===== config.mk =====
export PLATFORM = sky130hd
export DESIGN_NAME = slave_cfg_port
export DESIGN_NICKNAME = d
export VERILOG_FILES = /design/src/rtl/spc_pkg.sv /design/src/rtl/spc_sync.sv /design/src/rtl/spc_detect.sv /design/src/rtl/spc_capture.sv /design/src/rtl/slave_cfg_port.sv
export SDC_FILE = /design/constraint.sdc
export NUM_CORES = 1
export LEC_CHECK = 0
export BUFFER_PORTS_ARGS = -buffer_cell sky130_fd_sc_hd__buf_2
export CORE_MARGIN = 8
export CORE_UTILIZATION = 60
export CTS_BUF_LIST = sky130_fd_sc_hd__clkbuf_8
export DETAILED_ROUTE_END_ITERATION = 8
export PLACE_DENSITY = 0.86
export SLEW_MARGIN = 20
export SYNTH_ARGS = -nofsm -noshare
export SYNTH_HDL_FRONTEND = slang
export SYNTH_SLANG_ARGS = --single-unit

===== constraint.sdc =====
create_clock -name clk -period 5.52 [get_ports clk]
set_input_delay 0.276 -clock clk [delete_from_list [all_inputs] [get_ports clk]]
set_output_delay 0.276 -clock clk [all_outputs]
set_load 0.005 [all_outputs]

===== src/rtl/spc_pkg.sv =====
package spc_pkg;

    localparam int DW = 8;

    // One sampled snapshot of the port pins
    typedef struct packed {
        logic          sel_n;
        logic          wr_n;
        logic          strobe;
        logic [DW-1:0] data;
    } pins_t;

    localparam int PINS_W = $bits(pins_t);

    // Idle pin state used as the synchroniser reset value
    localparam pins_t PINS_IDLE = '{sel_n: 1'b1, wr_n: 1'b1, strobe: 1'b1, data: '0};

    // Outcome of evaluating one strobe rising edge
    typedef enum logic [1:0] {
        EV_NONE      = 2'd0,
        EV_TAKE      = 2'd1,
        EV_ABORT_LVL = 2'd2,
        EV_ABORT_TGL = 2'd3
    } verdict_t;

    function automatic verdict_t judge_edge(input logic wr_n_now,
                                            input logic toggled);
        if (wr_n_now)
            return EV_ABORT_LVL;
        else if (toggled)
            return EV_ABORT_TGL;
        else
            return EV_TAKE;
    endfunction

    function automatic logic is_abort(input verdict_t v);
        return (v == EV_ABORT_LVL) || (v == EV_ABORT_TGL);
    endfunction

endpackage


===== src/rtl/spc_sync.sv =====
module spc_sync #(
    parameter int          W       = 1,
    parameter int          STAGES  = 2,
    parameter logic [W-1:0] RST_VAL = '0
) (
    input  logic         clk,
    input  logic         rst,
    input  logic [W-1:0] d,
    output logic [W-1:0] q
);

    logic [W-1:0] stg [STAGES];

    generate
        for (genvar i = 0; i < STAGES; i++) begin : g_stage
            if (i == 0) begin : g_first
                always_ff @(posedge clk) begin
                    if (rst) stg[0] <= RST_VAL;
                    else     stg[0] <= d;
                end
            end else begin : g_next
                always_ff @(posedge clk) begin
                    if (rst) stg[i] <= RST_VAL;
                    else     stg[i] <= stg[i-1];
                end
            end
        end
    endgenerate

    assign q = stg[STAGES-1];

endmodule


===== src/rtl/spc_detect.sv =====
module spc_detect
    import spc_pkg::*;
(
    input  logic          clk,
    input  logic          rst,
    input  pins_t         smp,
    output logic          strobe_rise,
    output verdict_t      verdict,
    output logic [DW-1:0] edge_data
);

    logic prv_strobe;
    logic prv_wr_n;
    logic tgl_q;
    logic tgl_d;
    logic wr_chg;
    logic sel_act;

    assign sel_act     = ~smp.sel_n;
    assign strobe_rise = smp.strobe & ~prv_strobe;
    assign wr_chg      = smp.wr_n ^ prv_wr_n;
    assign edge_data   = smp.data;

    // Toggle record: only changes during the strobe low phase with select active
    always_comb begin
        tgl_d = tgl_q;
        if (!sel_act)
            tgl_d = 1'b0;
        else if (strobe_rise)
            tgl_d = 1'b0;
        else if (wr_chg && !smp.strobe)
            tgl_d = 1'b1;
    end

    always_comb begin
        verdict = EV_NONE;
        if (strobe_rise && sel_act)
            verdict = judge_edge(smp.wr_n, tgl_q | wr_chg);
    end

    always_ff @(posedge clk) begin
        if (rst) begin
            prv_strobe <= PINS_IDLE.strobe;
            prv_wr_n   <= PINS_IDLE.wr_n;
            tgl_q      <= 1'b0;
        end else begin
            prv_strobe <= smp.strobe;
            prv_wr_n   <= smp.wr_n;
            tgl_q      <= tgl_d;
        end
    end

endmodule


===== src/rtl/spc_capture.sv =====
module spc_capture
    import spc_pkg::*;
#(
    parameter int CNT_W = 32
) (
    input  logic             clk,
    input  logic             rst,
    input  verdict_t         verdict,
    input  logic [DW-1:0]    edge_data,
    output logic             byte_vld,
    output logic [DW-1:0]    byte_data,
    output logic             aborted,
    output logic [CNT_W-1:0] count
);

    always_ff @(posedge clk) begin
        if (rst) begin
            byte_vld  <= 1'b0;
            byte_data <= '0;
            aborted   <= 1'b0;
            count     <= '0;
        end else begin
            byte_vld <= 1'b0;
            if (!aborted) begin
                if (verdict == EV_TAKE) begin
                    byte_vld  <= 1'b1;
                    byte_data <= edge_data;
                    count     <= count + CNT_W'(1);
                end else if (is_abort(verdict)) begin
                    aborted <= 1'b1;
                end
            end
        end
    end

endmodule


===== src/rtl/slave_cfg_port.sv =====
module slave_cfg_port
    import spc_pkg::*;
#(
    parameter int CNT_W       = 32,
    parameter int SYNC_STAGES = 2
) (
    input  logic             clk,
    input  logic             rst,
    input  logic             cfg_sel_n,
    input  logic             cfg_wr_n,
    input  logic             cfg_strobe,
    input  logic [DW-1:0]    cfg_data,
    output logic             byte_vld,
    output logic [DW-1:0]    byte_data,
    output logic             cfg_abort,
    output logic [CNT_W-1:0] byte_count
);

    pins_t         raw;
    pins_t         smp;
    logic [PINS_W-1:0] smp_bits;
    logic          strobe_rise;
    verdict_t      verdict;
    logic [DW-1:0] edge_data;

    assign raw = '{sel_n: cfg_sel_n, wr_n: cfg_wr_n, strobe: cfg_strobe, data: cfg_data};

    spc_sync #(
        .W       (PINS_W),
        .STAGES  (SYNC_STAGES),
        .RST_VAL (PINS_IDLE)
    ) u_sync (
        .clk (clk),
        .rst (rst),
        .d   (raw),
        .q   (smp_bits)
    );

    assign smp = pins_t'(smp_bits);

    spc_detect u_det (
        .clk         (clk),
        .rst         (rst),
        .smp         (smp),
        .strobe_rise (strobe_rise),
        .verdict     (verdict),
        .edge_data   (edge_data)
    );

    spc_capture #(
        .CNT_W (CNT_W)
    ) u_cap (
        .clk       (clk),
        .rst       (rst),
        .verdict   (verdict),
        .edge_data (edge_data),
        .byte_vld  (byte_vld),
        .byte_data (byte_data),
        .aborted   (cfg_abort),
        .count     (byte_count)
    );

endmodule


Yosys cells after proc, flatten, opt, wreduce, memory -nomap -nowiden. Memory sizes are Yosys's and may differ from the RTL's. Cells that the tools add are included. Widths: inputs -> output; s select.

Bits in registers: 45. Memory bits (writable): 22. Memories kept: 1. Latch bits: 0. Word-level logic and storage cells: 39. Input port bits: 13. Output and inout port bits: 42. Bits in read-only memories: 0.

Memories: u_sync.stg (words 2, width 11, read ports 2, clocked after memory_dff 0, write ports 2, RTL line spc_sync.sv:12) `logic [W-1:0] stg [STAGES];`.

$mul: 0. Div/mod/pow operators: 0. Shift operators: 0. Bitwise gates (word level): 8. Reductions and logical operators: 7. Multiplexer cells: 12. Equality and inequality tests: 3. $lt $le $gt $ge: 0. Add/subtract/negate cells: 1.

Operators with widths (number): $add 32x1->32 const B (1); $mux 11 (2); $mux 1 (7); $mux 2 (3); $eq 2x2->1 const B (2); $not 1->1 (3); $or 1x1->1 (3); $reduce_or 3->1 (1); $eq 2x1->1 const B (1); $logic_and 1x1->1 (2); $reduce_and 2->1 (1); $reduce_or 2->1 (1); $and 1x1->1 (1); $logic_not 1->1 (1); $logic_or 1x1->1 (1); $xor 1x1->1 (1).

Longest topological paths before layout.
Depth after elaboration: 10. Depth in mapped cells: 6. Depth with buffers taken out: 5.

By module. A second synthesis with hierarchy kept.

Cells, all modules: 290. Area, all modules: 2702.6 um^2.

Modules (own cells, without submodules): spc_capture (seq. area each 840.8 um^2, cells an instance 222, instances 1, area each 1918.1 um^2); spc_sync (seq. area each 440.4 um^2, cells an instance 46, instances 1, area each 596.8 um^2); spc_detect (seq. area each 60.1 um^2, cells an instance 22, instances 1, area each 187.7 um^2).

Least setup slack after synthesis. No wires, ideal clock.

Path kind: reg-to-reg. From: register u_cap.count[8]. To: register u_cap.count[27]. Stages on the path, launching flop included: 7. Arrival: 2068 ps. Path slack: 3331 ps. Period minus slack after synthesis: 2189 ps. Required time: 5399 ps. Path buffers: 2. Library setup time: 121 ps. Cell sequence: dfxtp_1 -> nand3_1 -> or4_1 -> clkbuf_1 -> clkbuf_1 -> nor4_1 -> mux2_2.

Word-level cells in the longest chain between the ends: 1.

Ends and longest elaborated chain: from (decl) (RTL line spc_capture.sv:13) `output logic [CNT_W-1:0] count`; from (signal assigned) (RTL line spc_capture.sv:28) `count <= count + CNT_W'(1);`; $add 32x1->32 (RTL line spc_capture.sv:28).

Every way passes these cells. A chain may end at the register's enable or synchronous reset.

Worst setup path in the final report.
From: register u_det.prv_strobe. To: register u_cap.count[28].

Word-level cells in the longest chain between the ends: 6.

Ends and longest elaborated chain: from (decl) (RTL line spc_detect.sv:12) `logic prv_strobe;`; from (signal assigned) (RTL line spc_detect.sv:43) `prv_strobe <= PINS_IDLE.strobe;`; from (signal assigned) (RTL line spc_detect.sv:47) `prv_strobe <= smp.strobe;`; $not 1->1 (RTL line spc_detect.sv:20) `assign strobe_rise = smp.strobe & ~prv_strobe;`; $and 1x1->1 (RTL line spc_detect.sv:20); $logic_and 1x1->1 (RTL line spc_detect.sv:37) `if (strobe_rise && sel_act)`; $mux 2 (RTL line spc_detect.sv:37); $eq 2x1->1 (RTL line spc_capture.sv:25) `if (verdict == EV_TAKE) begin`; $reduce_and 2->1 (no source line).

Every way passes these cells.

==> results.rst <==
.. list-table::
   :header-rows: 1

   * - Metric
     - Value
   * - Final HPWL from detailed placement
     - around 3700 µm
   * - CP Data Arrival Time
     - 2.73 ns
   * - Final Setup Violations
     - 0
   * - Number of warnings reported in the yosys synthesis log
     - 0
   * - Clock Sinks
     - 67
   * - R2R Path End
     - u_cap.count[28]
   * - Final Total Pwr
     - 0.933 mW
   * - Setup repair after global routing missed its margin
     - no
   * - Growth of design area from synthesis to finish
     - 18.3%
   * - Slew at the pin closest to its max-slew limit
     - 0.676 ns
   * - Kind of capture point of the worst setup path
     - flop
   * - Maximum level of the CTS H-tree
     - 3
   * - Global-route wire length before repair
     - roughly 9000 µm
   * - Period Utilization, post-route
     - 44.7%
   * - Die width
     - 82.3 µm
   * - Leak
     - 1.21 nW
   * - Yosys top cell by area
     - dfxtp_1
   * - Yosys top cell area share
     - 50.9%
   * - Final Cell Area
     - 3120 µm²
   * - Synth Area in Compound Gates
     - 10.2%
   * - Met2 capacity usage during global routing
     - 27.0%
   * - Most frequent cells in the layout
     - dfxtp_1 (67), buf_2 (54), nand2_1 (30), a21oi_1 (27), nor2b_1 (22)
   * - Worst Setup Path Type
     - reg2reg
   * - Maximum number of pins on one net before global-route repair
     - 73
   * - Top Usage Layer GRT
     - met2
   * - Number of buffers created by CTS
     - 9
   * - Top-Level Pins
     - 55
   * - Achievable frequency
     - between 400 and 500 MHz
   * - PnR worst setup slack
     - 3.05 ns
   * - Worst setup skew after layout
     - 0.0104 ns
   * - Register-to-register setup slack
     - around 3 ns
   * - Number of inserted diodes
     - 0
   * - Total area of multi-input combinational cells
     - 1210 µm²
   * - GRT Total Usage
     - ~17%
   * - Final RePlAce weighted congestion
     - 0.829
   * - Post-detailed-route via-to-cell ratio
     - between 5 and 6
   * - Filler Cell Count
     - 330
   * - Routed vias
     - between 2000 and 2500
   * - Cell types with the largest area share after synthesis
     - dfxtp_1 (51%), nor2b_1 (5.2%), a21oi_1 (5.1%), or4_1 (4.6%), nand2_1 (4.3%)
   * - CTS tree
     - yes
   * - Area enclosed by the die boundary
     - slightly below 7000 µm²
   * - Power per cell area
     - 299 nW/µm²
   * - Core outline area
     - 4290 µm²
   * - Count of TritonRoute iterations in the first routing pass
     - 4
   * - Number of stages on the worst hold path
     - 2
   * - Global Route met3 Usage
     - 4.33%
   * - Synthesized instance count
     - between 200 and 300
   * - Mapped cell area
     - 2640 µm²
   * - Class of the most critical hold timing path
     - in2reg
   * - DRT iter0 DRCs
     - 109
   * - Hold Path End
     - u_sync.stg[0][10]
   * - Worst path required time
     - approximately 5.8 ns
   * - Largest family of logic cells by synthesized area
     - simple AND/OR/NAND/NOR gates
   * - Clock tree root driver cell
     - clkbuf_8
   * - Final Core Density
     - 72.6%
   * - Max-cap violations
     - 0
   * - Summed negative setup slack over all endpoints
     - 0 ns
   * - Effective utilization at floorplan
     - 61.4%
   * - Total nets after synthesis
     - 302
   * - Run status
     - finished, final reports clean
   * - Final net count
     - roughly 350
   * - Max Buffers Root-to-Sink
     - 2
   * - R2R Path Start
     - u_det.prv_strobe
   * - Clock latency at the later pin of the worst-skew pair
     - 0.34 ns
   * - Total wire length after detailed routing
     - around 5600 µm
   * - Number of cells on the worst reg-to-reg path
     - 4
   * - Post-placement setup slack
     - 3.07 ns
   * - Drt wl/cell
     - 14.2 µm
   * - CTS-repair resized insts
     - 0
   * - Die height
     - a little over 80 µm
   * - Area after detailed placement
     - about 2900 µm²
   * - Min Clock Period, post-route
     - 2.47 ns
   * - Startpoint kind of the worst setup timing path
     - flop
   * - Multiplexer share of the synthesized area
     - about 2.1%
   * - Yosys reg bits
     - between 60 and 70
   * - Simple-gate portion of the synthesized area
     - 30.2%
   * - Max-slew violation total from the final report
     - 0
   * - Post-synthesis adder-cell area fraction
     - 0.475%
   * - Hold Fails Final Rpt
     - 0
   * - DRC violations left
     - 0
   * - Slew Limit Headroom
     - 54.8%
   * - Critical Path, Cell by Cell
     - nor4b_2, nand4_1, or4_1, a21oi_1
   * - Post-Syn Area per Cell
     - 9.15 µm²
   * - Detail Route Antenna Nets
     - 0
   * - Worst-path cell with the longest stage delay
     - or4_1
   * - Congestion Overflow GR
     - 0
   * - Placed Cells
     - 378
   * - Via count of the first global-routing pass
     - 1975
   * - Fraction of final layout cells sized beyond drive strength 1
     - ~25%
   * - Clock-pin slew on the worst setup and hold paths
     - 0.08 ns
   * - Sequential cell area
     - 1340 µm²
   * - Met1 GRT Util
     - between 20% and 30%
   * - Worst hold margin
     - 0.106 ns
   * - Standard-cell rows
     - 24
   * - Leading cell type in the layout, fill and taps excluded
     - dfxtp_1
   * - Worst path max stage delay
     - a little over 0.7 ns
   * - Portion of the post-synthesis area used by sequential elements
     - 50.9%
   * - Highest ir drop seen on vdd
     - 254 µV
   * - Largest fanout on the critical path
     - 19
   * - Library cells used by synthesis
     - 30
   * - Initial antenna violation count
     - 0
   * - Final Instance Count excl. Fillers
     - 394
   * - Port bufs
     - 54
   * - Synthesized-area fraction occupied by xor and xnor cells
     - 2.99%
   * - Post-CTS setup repair buffer count
     - 0
   * - # hold bufs at CTS
     - 0
   * - Startpoint of the worst hold path
     - cfg_sel_n
[where the power goes]
part | internal [mW] | switching (mW) | leakage, nW
Combinational | 0.00893 | 0.0105 | 0.557
Clock | 0.225 | 0.195 | 0.107
Sequential | 0.491 | 0.00281 | 0.545
Total | 0.725 | 0.208 | 1.21
[routing by layer]
metal,up-vias,wire length [µm]
li1,1128,-
met1,1023,2430
met2,76,2680
met3,13,359
met4,0,133
met5,-,0
[cells in the mapped netlist (all sizes together)]
cell type / number
nor4b: 2
nor4: 7
or2: 8
o21ai: 3
dfxtp: 67
a21oi: 27
nand4: 7
inv: 3
a31oi: 1
xor2: 4
o31ai: 15
xnor2: 5
nand2: 30
buf: 1
ha: 1
clkbuf: 16
or4: 17
nor2: 18
nand4b: 1
and3: 2
or3: 5
mux2: 5
or4b: 1
and4: 4
and2: 2
nand3: 13
nor3: 1
nor2b: 22
[sequential cells by signal, summed over array words and instances, names as in the netlist]
| signal | flops |
|---|---|
| u_sync.stg | 22 |
| u_cap.count | 32 |
| u_det.prv_wr_n | 1 |
| u_cap.byte_data | 8 |
| u_cap.byte_vld | 1 |
| u_cap.aborted | 1 |
| u_det.prv_strobe | 1 |
| u_det.tgl_q | 1 |
[worst max-delay path by stage]
stage,to,cells after the start,from
2_1_floorplan,u_cap.count[27],6,u_cap.count[8]
3_3_place_gp,u_cap.count[25],4,u_cap.count[8]
3_5_place_dp,u_cap.count[28],4,u_det.prv_strobe
4_1_cts,u_cap.count[28],4,u_det.prv_strobe
5_1_grt,u_cap.count[30],4,u_sync.stg[1][9]
6_report,u_cap.count[28],4,u_det.prv_strobe
[critical path: cells and delay by family, from the launching register on]
| kind | cells | cell delay, ns |
|---|---|---|
| AND/OR/NAND/NOR | 3 | 1.89 |
| AO/OA/AOI/OAI | 1 | 0.16 |
| flip-flops | 1 | 0.34 |
[area by class of cell]
cell class / count / area share, %
flip-flops and latches: 67 / 43.0
multi-input cells: 201 / 38.8
repair buffers: 55 / 8.91
clock buffers: 10 / 4.41
clock inverters: 6 / 2.37
well taps: 52 / 2.09
inverters: 3 / 0.361
[logic make-up (layout without fill, tap and decap cells)]
group           after synthesis  in the layout
compound gates               46             46
fa+ha+maj                     1              1
mux                           5              5
buf+inv                      20             74
flops                        67             67
xor+xnor                      9              9
simple gates                140            140
No activity file was read; power rests on OpenSTA's default activity.
